[config.mk]
export PLATFORM = sky130hd
export DESIGN_NAME = pd_tx_handshake
export DESIGN_NICKNAME = d
export VERILOG_FILES = /design/src/rtl/pd_tx_pkg.sv /design/src/rtl/pd_tx_byte_buf.sv /design/src/rtl/pd_tx_status_flags.sv /design/src/rtl/pd_tx_fsm.sv /design/src/rtl/pd_tx_handshake.sv
export SDC_FILE = /design/constraint.sdc
export NUM_CORES = 1
export LEC_CHECK = 0
export BUFFER_PORTS_ARGS = -buffer_cell sky130_fd_sc_hd__buf_2
export CORE_MARGIN = 1.5
export CORE_UTILIZATION = 43
export DETAILED_ROUTE_END_ITERATION = 6
export HOLD_SLACK_MARGIN = 0.06
export PLACE_DENSITY = 0.79
export SETUP_SLACK_MARGIN = 0.2
export SYNTH_ARGS = -nofsm -noshare
export SYNTH_HDL_FRONTEND = slang
export SYNTH_SLANG_ARGS = --single-unit
[constraint.sdc]
create_clock -name clk -period 2.4 [get_ports clk]
set_clock_uncertainty 0.15 [all_clocks]
set_input_delay 0.24 -clock clk [delete_from_list [all_inputs] [get_ports clk]]
set_output_delay 0.24 -clock clk [all_outputs]
set_load 0.02 [all_outputs]
[src/rtl/pd_tx_pkg.sv]
package pd_tx_pkg;

    localparam int NFLAG    = 6;
    localparam int FL_SENT  = 0;
    localparam int FL_DISC  = 1;
    localparam int FL_ABORT = 2;
    localparam int FL_HSENT = 3;
    localparam int FL_HDISC = 4;
    localparam int FL_UNDER = 5;

    typedef enum logic [2:0] {
        ST_IDLE,
        ST_MSG,
        ST_HRST,
        ST_DROP_MSG,
        ST_DROP_HRST
    } tx_state_e;

endpackage

[src/rtl/pd_tx_byte_buf.sv]
module pd_tx_byte_buf #(
    parameter int CNT_W  = 10,
    parameter int DATA_W = 8
) (
    input  logic              clk,
    input  logic              rst_n,
    input  logic              ld_en,
    input  logic [CNT_W-1:0]  ld_val,
    input  logic              wr_en,
    input  logic [DATA_W-1:0] wr_data,
    input  logic              pop,
    input  logic              flush,
    output logic              full,
    output logic [DATA_W-1:0] data,
    output logic              cnt_zero,
    output logic              txreq
);
    localparam logic [CNT_W-1:0] CNT_ONE = CNT_W'(1);

    logic [CNT_W-1:0] cnt_q;
    logic             wr_ok;

    assign cnt_zero = (cnt_q == '0);
    // a byte is accepted only into an empty slot of a nonzero message
    assign wr_ok    = wr_en && !full && !cnt_zero && !ld_en;
    assign txreq    = !full && !cnt_zero;

    always_ff @(posedge clk) begin
        if (!rst_n) begin
            cnt_q <= '0;
            full  <= 1'b0;
            data  <= '0;
        end else if (flush) begin
            cnt_q <= '0;
            full  <= 1'b0;
        end else begin
            if (ld_en)
                cnt_q <= ld_val;
            else if (wr_ok)
                cnt_q <= cnt_q - CNT_ONE;
            if (pop)
                full <= 1'b0;
            else if (wr_ok) begin
                full <= 1'b1;
                data <= wr_data;
            end
        end
    end

endmodule

[src/rtl/pd_tx_status_flags.sv]
module pd_tx_status_flags #(
    parameter int N = 6
) (
    input  logic         clk,
    input  logic         rst_n,
    input  logic [N-1:0] set,
    input  logic [N-1:0] clr,
    output logic [N-1:0] flags
);
    for (genvar i = 0; i < N; i++) begin : g_flag
        always_ff @(posedge clk) begin
            if (!rst_n)
                flags[i] <= 1'b0;
            else if (set[i])
                flags[i] <= 1'b1;
            else if (clr[i])
                flags[i] <= 1'b0;
        end
    end

endmodule

[src/rtl/pd_tx_fsm.sv]
module pd_tx_fsm
    import pd_tx_pkg::*;
(
    input  logic             clk,
    input  logic             rst_n,
    input  logic             send_p,
    input  logic             hrst_p,
    input  logic             rx_busy,
    input  logic             buf_full,
    input  logic             cnt_zero,
    input  logic             ser_ready,
    input  logic             hrst_done,
    output tx_state_e        st,
    output logic             take_s,
    output logic             take_h,
    output logic             flush,
    output logic [NFLAG-1:0] set_fl,
    output logic             ser_valid,
    output logic             hrst_go
);
    tx_state_e nxt;

    always_ff @(posedge clk) begin
        if (!rst_n)
            st <= ST_IDLE;
        else
            st <= nxt;
    end

    always_comb begin
        nxt = st;
        unique case (st)
            ST_IDLE: begin
                if (hrst_p)
                    nxt = rx_busy ? ST_DROP_HRST : ST_HRST;
                else if (send_p)
                    nxt = rx_busy ? ST_DROP_MSG : ST_MSG;
            end
            ST_MSG: begin
                if (hrst_p)
                    nxt = ST_HRST;
                else if (buf_full) begin
                    if (ser_ready && cnt_zero)
                        nxt = ST_IDLE;
                end else if (cnt_zero || ser_ready)
                    nxt = ST_IDLE;
            end
            ST_HRST:      if (hrst_done) nxt = ST_IDLE;
            ST_DROP_MSG:  if (!rx_busy)  nxt = ST_IDLE;
            ST_DROP_HRST: if (!rx_busy)  nxt = ST_IDLE;
            default:      nxt = ST_IDLE;
        endcase
    end

    always_comb begin
        take_s    = 1'b0;
        take_h    = 1'b0;
        flush     = 1'b0;
        set_fl    = '0;
        ser_valid = 1'b0;
        hrst_go   = 1'b0;
        unique case (st)
            ST_IDLE: begin
                if (hrst_p)
                    take_h = 1'b1;
                else if (send_p)
                    take_s = 1'b1;
            end
            ST_MSG: begin
                if (hrst_p) begin
                    take_h           = 1'b1;
                    flush            = 1'b1;
                    set_fl[FL_ABORT] = 1'b1;
                end else if (buf_full) begin
                    ser_valid = 1'b1;
                    if (ser_ready && cnt_zero)
                        set_fl[FL_SENT] = 1'b1;
                end else if (cnt_zero) begin
                    set_fl[FL_SENT] = 1'b1;
                end else if (ser_ready) begin
                    flush            = 1'b1;
                    set_fl[FL_UNDER] = 1'b1;
                end
            end
            ST_HRST: begin
                hrst_go = 1'b1;
                if (hrst_done)
                    set_fl[FL_HSENT] = 1'b1;
            end
            ST_DROP_MSG:  if (!rx_busy) set_fl[FL_DISC]  = 1'b1;
            ST_DROP_HRST: if (!rx_busy) set_fl[FL_HDISC] = 1'b1;
            default: ;
        endcase
    end

endmodule

[src/rtl/pd_tx_handshake.sv]
module pd_tx_handshake
    import pd_tx_pkg::*;
#(
    parameter int CNT_W  = 10,
    parameter int DATA_W = 8
) (
    input  logic              clk,
    input  logic              rst_n,
    input  logic              paysz_we,
    input  logic [CNT_W-1:0]  paysz_val,
    input  logic              dat_we,
    input  logic [DATA_W-1:0] dat_val,
    input  logic              cmd_send,
    input  logic              cmd_hrst,
    input  logic              rx_busy,
    input  logic              ser_ready,
    input  logic              hrst_done,
    input  logic [NFLAG-1:0]  flag_clr,
    input  logic [NFLAG-1:0]  irq_en,
    input  logic              txreq_ie,
    output logic              ser_valid,
    output logic [DATA_W-1:0] ser_data,
    output logic              ser_last,
    output logic              hrst_go,
    output logic              txreq,
    output logic [1:0]        cmd_status,
    output logic [NFLAG-1:0]  stat,
    output logic              irq
);
    tx_state_e        state_q;
    logic             send_p, hrst_p;
    logic             take_s, take_h, flush;
    logic [NFLAG-1:0] set_fl;
    logic             buf_full, cnt_zero, ld_en, pop;

    assign ld_en = paysz_we && (state_q == ST_IDLE);
    assign pop   = ser_valid && ser_ready;

    // pending command bits: a fresh request wins over the self-clear
    always_ff @(posedge clk) begin
        if (!rst_n) begin
            send_p <= 1'b0;
            hrst_p <= 1'b0;
        end else begin
            send_p <= (send_p && !take_s) || cmd_send;
            hrst_p <= (hrst_p && !take_h) || cmd_hrst;
        end
    end

    pd_tx_fsm u_fsm (
        .clk       (clk),
        .rst_n     (rst_n),
        .send_p    (send_p),
        .hrst_p    (hrst_p),
        .rx_busy   (rx_busy),
        .buf_full  (buf_full),
        .cnt_zero  (cnt_zero),
        .ser_ready (ser_ready),
        .hrst_done (hrst_done),
        .st        (state_q),
        .take_s    (take_s),
        .take_h    (take_h),
        .flush     (flush),
        .set_fl    (set_fl),
        .ser_valid (ser_valid),
        .hrst_go   (hrst_go)
    );

    pd_tx_byte_buf #(
        .CNT_W  (CNT_W),
        .DATA_W (DATA_W)
    ) u_buf (
        .clk      (clk),
        .rst_n    (rst_n),
        .ld_en    (ld_en),
        .ld_val   (paysz_val),
        .wr_en    (dat_we),
        .wr_data  (dat_val),
        .pop      (pop),
        .flush    (flush),
        .full     (buf_full),
        .data     (ser_data),
        .cnt_zero (cnt_zero),
        .txreq    (txreq)
    );

    pd_tx_status_flags #(
        .N (NFLAG)
    ) u_flags (
        .clk   (clk),
        .rst_n (rst_n),
        .set   (set_fl),
        .clr   (flag_clr),
        .flags (stat)
    );

    assign ser_last   = ser_valid && cnt_zero;
    assign cmd_status = {hrst_p, send_p};
    assign irq        = (|(stat & irq_en)) || (txreq && txreq_ie);

endmodule

==> run metrics <==
met2 WL=2090 um; Nets=325; Gate Count Post-Synth=around 200; synth unique cells=44; normalized max-slew margin=0.696; Routed WL=about 4300 um; crit path launch type=flip-flop; HP Class=input port to flip-flop; fin cells=329; final period utilization=0.953; share of flip-flops with an asynchronous set or reset=0; Cell Pwr Density=between 1000 and 1500 nW/um^2; crit path DAT=1900 ps; total of max-cap violations=0; clock sinks=30; initial DRC count=83; design area=2320 um^2; met3 wire len=234 um; Clock Latency Late Sink=around 280 ps; FMAX=437 MHz; Die ar.=4050 um^2; setup TNS=0 ps; Pins Over Slew Limit=0; Placeable Area=3440 um^2; Clock Tree Root=clkbuf_8; total power=3.09 mW; Placed Cells=between 200 and 300; RSZ-0062 raised after global routing=yes; GR Overflow Total=0; detailed placement HPWL=2720 um; DRC viols=0; syn_nets=238; post-placement cell area=1930 um^2; Clock power frac=0.205; row cnt=21; Highest Signal Layer=met4; clk buf depth=2; sequential share of the synthesized area=0.379; H-Tree Depth=2; WS Path Type=flip-flop to output port; final antenna-violating net count=0; total CTS buffers=5; worst hold path depth=3; Final Hold Fails=0; worst vdd ir=0.926 mV; Switching Power=between 1 and 1.5 mW; Static Leakage=1.04 nW; synth warn=0; initial antenna violation count=0; CTS tree=yes; vias in the first global route=1578; largest net degree at the start of global routing=31; Initial Util=0.460; clk slew on worst S/H paths=around 60 ps; fill cell count=291; EDFF count, synth=0; outcome=completed; Detailed Routing Iterations Pass 1=4; commonest non-fill, non-tap cell in the layout=buf_2; Top FF cell, synth=dfxtp_1; switching share of power=0.389; total track usage=0.218; layout cell share with drive strength beyond 1=0.357; most frequent cells in the layout=58 x buf_2, 28 x dfxtp_1, 27 x nand2_1; Die Wd=63.7 um; sequential share of power=0.264; Synth Cell Area=1580 um^2; vias after detailed routing=about 1700; gpl congestion=between 0.8 and 0.9; wire length per cell=about 13 um; Critical Path Fanout Max=3; register bit total from synthesis=30; Req. time, crit path=2010 ps; min Tclk post-route=2290 ps; Worst Tran Pin Value=455 ps; n_diodes=0; first-pass GRT wire length=between 7000 and 8000 um; Comb power frac=0.531; WL met1=roughly 1900 um; chip height=63.7 um; Setup-failing EPs final=0; R2R depth=9; routed vias/inst=5.19; # IOs=61; post-synthesis average cell area=8.12 um^2; P&R area growth vs syn=46.6%; PortBufs=60; critical path endpoint category=output port; Min Hold Slack=75.4 ps; Internal Power=about 1.9 mW
[layer usage]
layer	vias up	track usage
met2	60	0.374
met5	-	0
met1	776	0.266
li1	863	-
met3	7	0.0482
met4	0	0.0788
[critical path, cell delays in order, from the launching register on]
cell and delay [ps]:
dfxtp_2 330, inv_2 60, ha_1 130, or4b_4 470, nor3_4 170, buf_6 130, nor2_2 40, nand2_1 60
nand3_1 80, buf_6 150
[cells in the mapped netlist, types with 3 or more instances]
master	instances	area [um^2]
a21oi_1	8	40.0
dfxtp_1	30	601
nor3_1	6	30.0
o21a_1	4	30.0
a31oi_1	5	31.3
o21ai_0	9	45.0
nor2b_1	7	43.8
ha_1	3	37.5
nor2_1	15	56.3
nor3b_1	3	22.5
nand3_1	15	75.1
inv_1	7	26.3
a211oi_1	4	30.0
nand2_1	27	101
clkbuf_1	7	26.3
nand2b_1	4	25.0
xnor2_1	4	35.0
[worst paths after layout]
kind / start / endpoint / slack (ps)
setup / recovery: u_buf.cnt_q[0] / irq / 110
hold / removal: paysz_val[9] / u_buf.cnt_q[9] / 80
setup reg to reg: u_buf.cnt_q[0] / u_buf.data[5] / 160
hold reg to reg: u_buf.data[0] / u_buf.data[0] / 310
[cell type report]
type	instances	area, um^2	area share
Tap cell	46	57.6	0.0248
Timing Repair Buffer	91	584	0.252
Sequential cell	30	603	0.260
Clock inverter	2	60.1	0.0259
Clock buffer	6	82.6	0.0356
Inverter	7	26.3	0.0113
Multi-Input combinational cell	147	907	0.391
[per-stage QoR]
step / util / worst slack (ps)
2_1_floorplan: - / 209
3_3_place_gp: 0.562 / 207
3_5_place_dp: 0.562 / 176
4_1_cts: 0.655 / 103
5_1_grt: 0.674 / 21.3
6_report: 0.674 / 112
[power by group through the flow]
| stage | clock network [mW] | registers (mW) | logic, mW |
|---|---|---|---|
| floorplan | 0 | 0.822 | 0.975 |
| global placement | 0 | 0.804 | 1.28 |
| detailed placement | 0 | 0.807 | 1.30 |
| CTS | 0.641 | 0.803 | 1.47 |
| global route | 0.665 | 0.840 | 1.80 |
| finish | 0.634 | 0.815 | 1.64 |
[cells by family (layout without fill, tap and decap cells)]
logic type                 Yosys count  count (layout)  share of synthesized area
muxes                                2               2                     0.0134
AOI/OAI and AO/OA                   45              45                      0.196
and+or+nand+nor                     91              91                      0.297
xor gates and xnor gates             6               6                     0.0332
adders and majority gates            3               3                     0.0237
buffers and inverters               18             106                     0.0569
DFF                                 30              30                      0.379
[registers in the layout, summed over array words and instances, names as in the netlist]
signal / count
u_buf.full: 1
u_fsm.st: 3
u_buf.data: 8
u_buf.cnt_q: 10
u_flags.flags: 6
hrst_p: 1
send_p: 1
[repair_timing]
action                                  CTS  global route
setup buffers                             6             7
pin swaps                                 3             5
gates resized for setup                  10             3
hold buffers                             11             0
endpoints found under the setup margin    7            18
endpoints found under the hold margin    11             0
Power figures use the tool's default switching activity.
